===== config.mk =====
export PLATFORM = sky130hd
export DESIGN_NAME = isq_seq
export DESIGN_NICKNAME = d
export VERILOG_FILES = /design/src/rtl/isq_pkg.sv /design/src/rtl/isq_stack_ptr.sv /design/src/rtl/isq_gate.sv /design/src/rtl/isq_seq.sv
export SDC_FILE = /design/constraint.sdc
export NUM_CORES = 1
export LEC_CHECK = 0
export BUFFER_PORTS_ARGS = -buffer_cell sky130_fd_sc_hd__buf_2
export CORE_MARGIN = 2
export CORE_UTILIZATION = 55
export DETAILED_ROUTE_END_ITERATION = 7
export PLACE_DENSITY = 0.81
export SYNTH_ARGS = -nofsm -noshare
export SYNTH_HDL_FRONTEND = slang
export SYNTH_HIERARCHICAL = 1
export SYNTH_SLANG_ARGS = --single-unit

===== constraint.sdc =====
create_clock -name clk -period 4.1 [get_ports clk]
set_clock_uncertainty 0.2 [all_clocks]
set_input_delay 0.615 -clock clk [delete_from_list [all_inputs] [get_ports clk]]
set_output_delay 0.615 -clock clk [all_outputs]
set_load 0.01 [all_outputs]

===== src/rtl/isq_pkg.sv =====
package isq_pkg;
  localparam int DW      = 16;
  localparam int PRIV_B  = 15;
  localparam int PL_LO   = 8;
  localparam int PL_HI   = 10;

  typedef enum logic [2:0] {
    S_IDLE, S_PUSH_PSW, S_PUSH_PC, S_VEC, S_POP_PC, S_POP_PSW
  } seq_state_t;

  function automatic logic [DW-1:0] psw_enter(input logic [DW-1:0] psw,
                                              input logic [2:0]    lvl);
    logic [DW-1:0] r;
    r = psw;
    r[PRIV_B]      = 1'b1;
    r[PL_HI:PL_LO] = lvl;
    return r;
  endfunction
endpackage


===== src/rtl/isq_stack_ptr.sv =====
module isq_stack_ptr #(
  parameter int AW = 16,
  parameter logic [AW-1:0] STACK_TOP = '1,
  parameter int STACK_WORDS = 64
) (
  input  logic          clk,
  input  logic          rst,
  input  logic          push,
  input  logic          pop,
  output logic [AW-1:0] sp,
  output logic          room2,
  output logic          empty
);
  localparam logic [AW-1:0] BOT = STACK_TOP - AW'(STACK_WORDS);

  logic [AW-1:0] free_w;

  always_ff @(posedge clk) begin
    if (rst)       sp <= STACK_TOP;
    else if (push) sp <= sp - 1'b1;
    else if (pop)  sp <= sp + 1'b1;
  end

  assign free_w = sp - BOT;
  assign room2  = free_w >= AW'(2);
  assign empty  = (sp == STACK_TOP);
endmodule


===== src/rtl/isq_gate.sv =====
module isq_gate (
  input  logic       idle,
  input  logic       instr_done,
  input  logic       irq_valid,
  input  logic [2:0] irq_level,
  input  logic [2:0] cur_level,
  input  logic       rti_req,
  input  logic       room2,
  input  logic       empty,
  input  logic       psw_pending,
  output logic       take_irq,
  output logic       take_rti
);
  logic boundary;

  always_comb begin
    boundary = idle && instr_done && !psw_pending;
    take_rti = boundary && rti_req && !empty;
    take_irq = boundary && irq_valid && (irq_level > cur_level)
               && room2 && !take_rti;
  end
endmodule


===== src/rtl/isq_seq.sv =====
module isq_seq
  import isq_pkg::*;
#(
  parameter int AW = 16,
  parameter int SRCW = 8,
  parameter logic [AW-1:0] STACK_TOP = 16'hFF00,
  parameter int STACK_WORDS = 64,
  parameter logic [AW-1:0] VEC_BASE = 16'hFF80
) (
  input  logic            clk,
  input  logic            rst,
  input  logic            instr_done,
  input  logic            irq_valid,
  input  logic [SRCW-1:0] irq_src,
  input  logic [2:0]      irq_level,
  output logic            irq_ack,
  input  logic            rti_req,
  input  logic [15:0]     pc_in,
  input  logic [15:0]     psw_in,
  output logic            psw_load,
  output logic [15:0]     psw_new,
  output logic            redirect,
  output logic [15:0]     redirect_pc,
  output logic            busy,
  output logic            mem_req,
  output logic            mem_we,
  output logic [AW-1:0]   mem_addr,
  output logic [15:0]     mem_wdata,
  input  logic [15:0]     mem_rdata,
  input  logic            mem_ack
);
  seq_state_t      state;
  logic [DW-1:0]   sv_psw, sv_pc, pop_pc;
  logic [SRCW-1:0] sv_src;
  logic [2:0]      sv_lvl;
  logic [AW-1:0]   sp;
  logic            room2, empty, take_irq, take_rti, do_push, do_pop;

  assign do_push = mem_ack && (state == S_PUSH_PSW || state == S_PUSH_PC);
  assign do_pop  = mem_ack && (state == S_POP_PC || state == S_POP_PSW);

  isq_stack_ptr #(.AW(AW), .STACK_TOP(STACK_TOP), .STACK_WORDS(STACK_WORDS)) u_sp (
    .clk(clk), .rst(rst), .push(do_push), .pop(do_pop),
    .sp(sp), .room2(room2), .empty(empty)
  );

  isq_gate u_gate (
    .idle(state == S_IDLE), .instr_done(instr_done), .irq_valid(irq_valid),
    .irq_level(irq_level), .cur_level(psw_in[PL_HI:PL_LO]), .rti_req(rti_req),
    .room2(room2), .empty(empty), .psw_pending(psw_load),
    .take_irq(take_irq), .take_rti(take_rti)
  );

  always_ff @(posedge clk) begin
    if (rst) begin
      state       <= S_IDLE;
      irq_ack     <= 1'b0;
      redirect    <= 1'b0;
      psw_load    <= 1'b0;
      redirect_pc <= '0;
      psw_new     <= '0;
      sv_psw      <= '0;
      sv_pc       <= '0;
      sv_src      <= '0;
      sv_lvl      <= '0;
      pop_pc      <= '0;
    end else begin
      irq_ack  <= 1'b0;
      redirect <= 1'b0;
      psw_load <= 1'b0;
      case (state)
        S_IDLE: begin
          if (take_rti) begin
            state <= S_POP_PC;
          end else if (take_irq) begin
            state   <= S_PUSH_PSW;
            irq_ack <= 1'b1;
            sv_psw  <= psw_in;
            sv_pc   <= pc_in;
            sv_src  <= irq_src;
            sv_lvl  <= irq_level;
          end
        end
        S_PUSH_PSW: if (mem_ack) state <= S_PUSH_PC;
        S_PUSH_PC:  if (mem_ack) state <= S_VEC;
        S_VEC: if (mem_ack) begin
          state       <= S_IDLE;
          redirect    <= 1'b1;
          redirect_pc <= mem_rdata;
          psw_load    <= 1'b1;
          psw_new     <= psw_enter(sv_psw, sv_lvl);
        end
        S_POP_PC: if (mem_ack) begin
          pop_pc <= mem_rdata;
          state  <= S_POP_PSW;
        end
        S_POP_PSW: if (mem_ack) begin
          state       <= S_IDLE;
          redirect    <= 1'b1;
          redirect_pc <= pop_pc;
          psw_load    <= 1'b1;
          psw_new     <= mem_rdata;
        end
        default: state <= S_IDLE;
      endcase
    end
  end

  always_comb begin
    busy      = (state != S_IDLE);
    mem_req   = busy;
    mem_we    = (state == S_PUSH_PSW) || (state == S_PUSH_PC);
    mem_wdata = (state == S_PUSH_PSW) ? sv_psw :
                (state == S_PUSH_PC)  ? sv_pc  : '0;
    case (state)
      S_PUSH_PSW, S_PUSH_PC: mem_addr = sp - 1'b1;
      S_VEC:                 mem_addr = VEC_BASE + AW'(sv_src);
      default:               mem_addr = sp;
    endcase
  end
endmodule


==> results.txt <==
largest net degree at the start of global routing = 78
final instance area = 7020 sq um
Post-Layout Cell Count = 1066
XOR/XNOR Fraction of Synth Area = 1.86%
Int Power = 0.00238 W
Die W = 110 um
Psw = 0.00200 W
cts hold-fix bufs = 0
CP max FO = 30
syn nets = 915
post-synthesis average cell area = 7.38 sq um
worst-case clock buffer depth = 2
post-synth top area cell = dfxtp_1
register area = 2240 sq um
Skew-Pair Late Insertion Delay = 0.39 ns
area fraction in compound gates after synthesis = 23.5%
Sw Ratio = 45.6%
PortBufs = 134
total CTS buffers = 9
multi-input logic area = 3550 sq um
Cell Pwr Density = 624 nW/um^2
share of synthesized registers carrying an async set or reset = 0%
DRT antenna net count = 0
Gate power share = 52.4%
share of layout cells above drive strength 1 = 20.2%
hold path cells = 2
Synth area leaders = dfxtp_1, nand2_1, a21oi_1
crit end category = output pin
DRT Pass-1 Iters = 5
Post-CTS Setup Bufs = 0
DR WL/cell = 15.1 um
maximum level of the CTS H-tree = 3
synthesized cell area = 6130 sq um
Post-Route WL = 16.1 mm
maxcap violations = 0
Slowest-stage cell, CP = dfxtp_1
final period utilization = 83.8%
Post-CTS Resized = 0
Post-Synth Adder-Cell Area = 4.16%
# IOs = 135
RD Place Congestion = 0.932
vias in the first global route = 5213
Arr. time, crit path = 2.62 ns
synthesized instance count = 831
first-pass GRT wire length = 25.3 mm
most frequent cells in the layout = nand2_1, buf_2, dfxtp_1, a21oi_1, nor2_1
Residual DRC = 0
R2R Setup Slk = 0.70 ns
Worst R2R Path Depth = 12
Core Region = 10800 sq um
Flop pwr share = 31.7%
Pleak = 2.80 nW
via count = 6195
Worst-path clk slew = 0.10 ns
Tot GR Track Use = 26.4%
initial core utilization = 56.6%
initial antenna violation count = 0
synth warn = 6
WS Path Type = reg2out
Most common cell on crit path = buf_4
HP Start = sv_src[0]
WHS Endpoint = sv_src[0]
ANT cells = 0
worst hold slack = 0.260 ns
post-synth top area share = 36.5%
crit start category = flip-flop
Fmax = 0.291 GHz
Root Buffer = clkbuf_8
R2R Path End = u_sp/sp[12]
peak supply drop = 0.532 mV
post-synthesis sequential area ratio = 36.5%
commonest non-fill, non-tap cell in the layout = nand2_1
Clk pwr share = 15.9%
Rel. slew slack = 26.1%
clock sink total = 112
fill count = 1006
RSZ-0062 raised after global routing = no
Final Hold Viols = 0
Seq cells post-synth = 112
Post-synth EDFFs = 0
Area Overhead vs Synth = 14.4%
Synth Flop Type = dfxtp_1
CTS tree = built
Req. time, crit path = 3.28 ns
post-route setup TNS = 0 ns
Worst R2R Start = state[0]
# rows = 38
post-synth cell types = 69
Total Power = 0.00438 W
min-delay worst type = reg2reg
grt total ovfl = 0
Nets = 1005
slowest stage delay, CP = 0.63 ns
DRT iter0 DRCs = 706
Post-DP Area = 6810 sq um
Simple-Gate Fraction of Synth Area = 27.3%
Avg Vias per Cell = 5.81
largest family of logic cells by synthesized area = simple AND/OR/NAND/NOR gates
hpwl dp = 11.4 mm
die area = 12000 sq um
Final setup viols = 0
crit-path cells = buf_4 > nor2b_4 > buf_4 > a22oi_1 > nor2_1 > buf_2
Slew Limit Fails = 0
status = finished clean
Die Height = 110 um
min cycle time layout = 3.44 ns
worst-margin pin slew = 1.11 ns
Post-Place Cells = 1050
mux cell area share after synthesis = 0.510%
-- flip-flops by register name (all words and copies together), names as in the netlist --
register / flops
sv_psw: 16
irq_ack: 1
u_sp/sp: 16
sv_pc: 16
redirect: 1
psw_new: 16
sv_src: 8
redirect_pc: 16
pop_pc: 16
sv_lvl: 3
state: 3
-- logic make-up (layout without fill, tap and decap cells) --
kind of cell	Yosys count	count (layout)
AOI/OAI and AO/OA	219	219
xor gates and xnor gates	13	13
adders and majority gates	20	20
buffers and inverters	88	183
DFF	112	112
muxes	3	3
and+or+nand+nor	376	376
-- cell usage after synthesis, drive strengths merged (18+ instances only) --
library cell  instances
nor3                 18
ha                   18
inv                  21
dfxtp               112
nor2                 79
clkbuf               49
nand3                44
a311oi               31
o21ai                19
a21oi                97
nand2               183
buf                  18
-- critical path: cells and delay by family, from the launching register on --
family	cells	cell delay, ns
buf+inv	3	0.89
simple gates	2	0.57
flops	1	0.63
compound gates	1	0.14
-- per-layer routing --
metal	global-route usage [%]	up-vias	part of all wire (%)
met3	4.68	28	7.3
met2	43.8	232	46
li1	-	3110	-
met4	6.96	0	1.6
met1	35.5	2825	45
met5	0	-	0
-- worst max-delay path by stage --
stage	endpoint	cells after the start	from
global route	mem_wdata[8]	6	state[0]
floorplan	u_sp/sp[12]	12	state[1]
global placement	u_sp/sp[12]	12	state[0]
CTS	mem_wdata[13]	6	state[0]
detailed placement	u_sp/sp[12]	12	state[0]
finish	mem_wdata[0]	6	state[0]
-- final cells by class --
cell class,count,area share [%]
clock buffer,9,1.76
clock inverter,7,1.27
inverter,21,1.12
multi-input combinational,631,50.5
sequential,112,32.0
tap,140,2.50
timing repair buffer,146,10.9
-- metrics by stage --
stage	setup slack (ns)	util (%)
6_report	0.663	64.8
5_1_grt	0.415	64.8
4_1_cts	0.687	64.8
3_5_place_dp	0.748	62.8
3_3_place_gp	0.825	62.8
2_1_floorplan	0.553	-
-- power groups by stage --
stage,Clock (W),Sequential [W],Combinational [W]
3_3_place_gp,0,0.00140,0.00225
5_1_grt,0.000749,0.00141,0.00254
3_5_place_dp,0,0.00141,0.00226
4_1_cts,0.000707,0.00138,0.00227
6_report,0.000699,0.00139,0.00229
2_1_floorplan,0,0.00137,0.00174
Power figures use the tool's default switching activity.
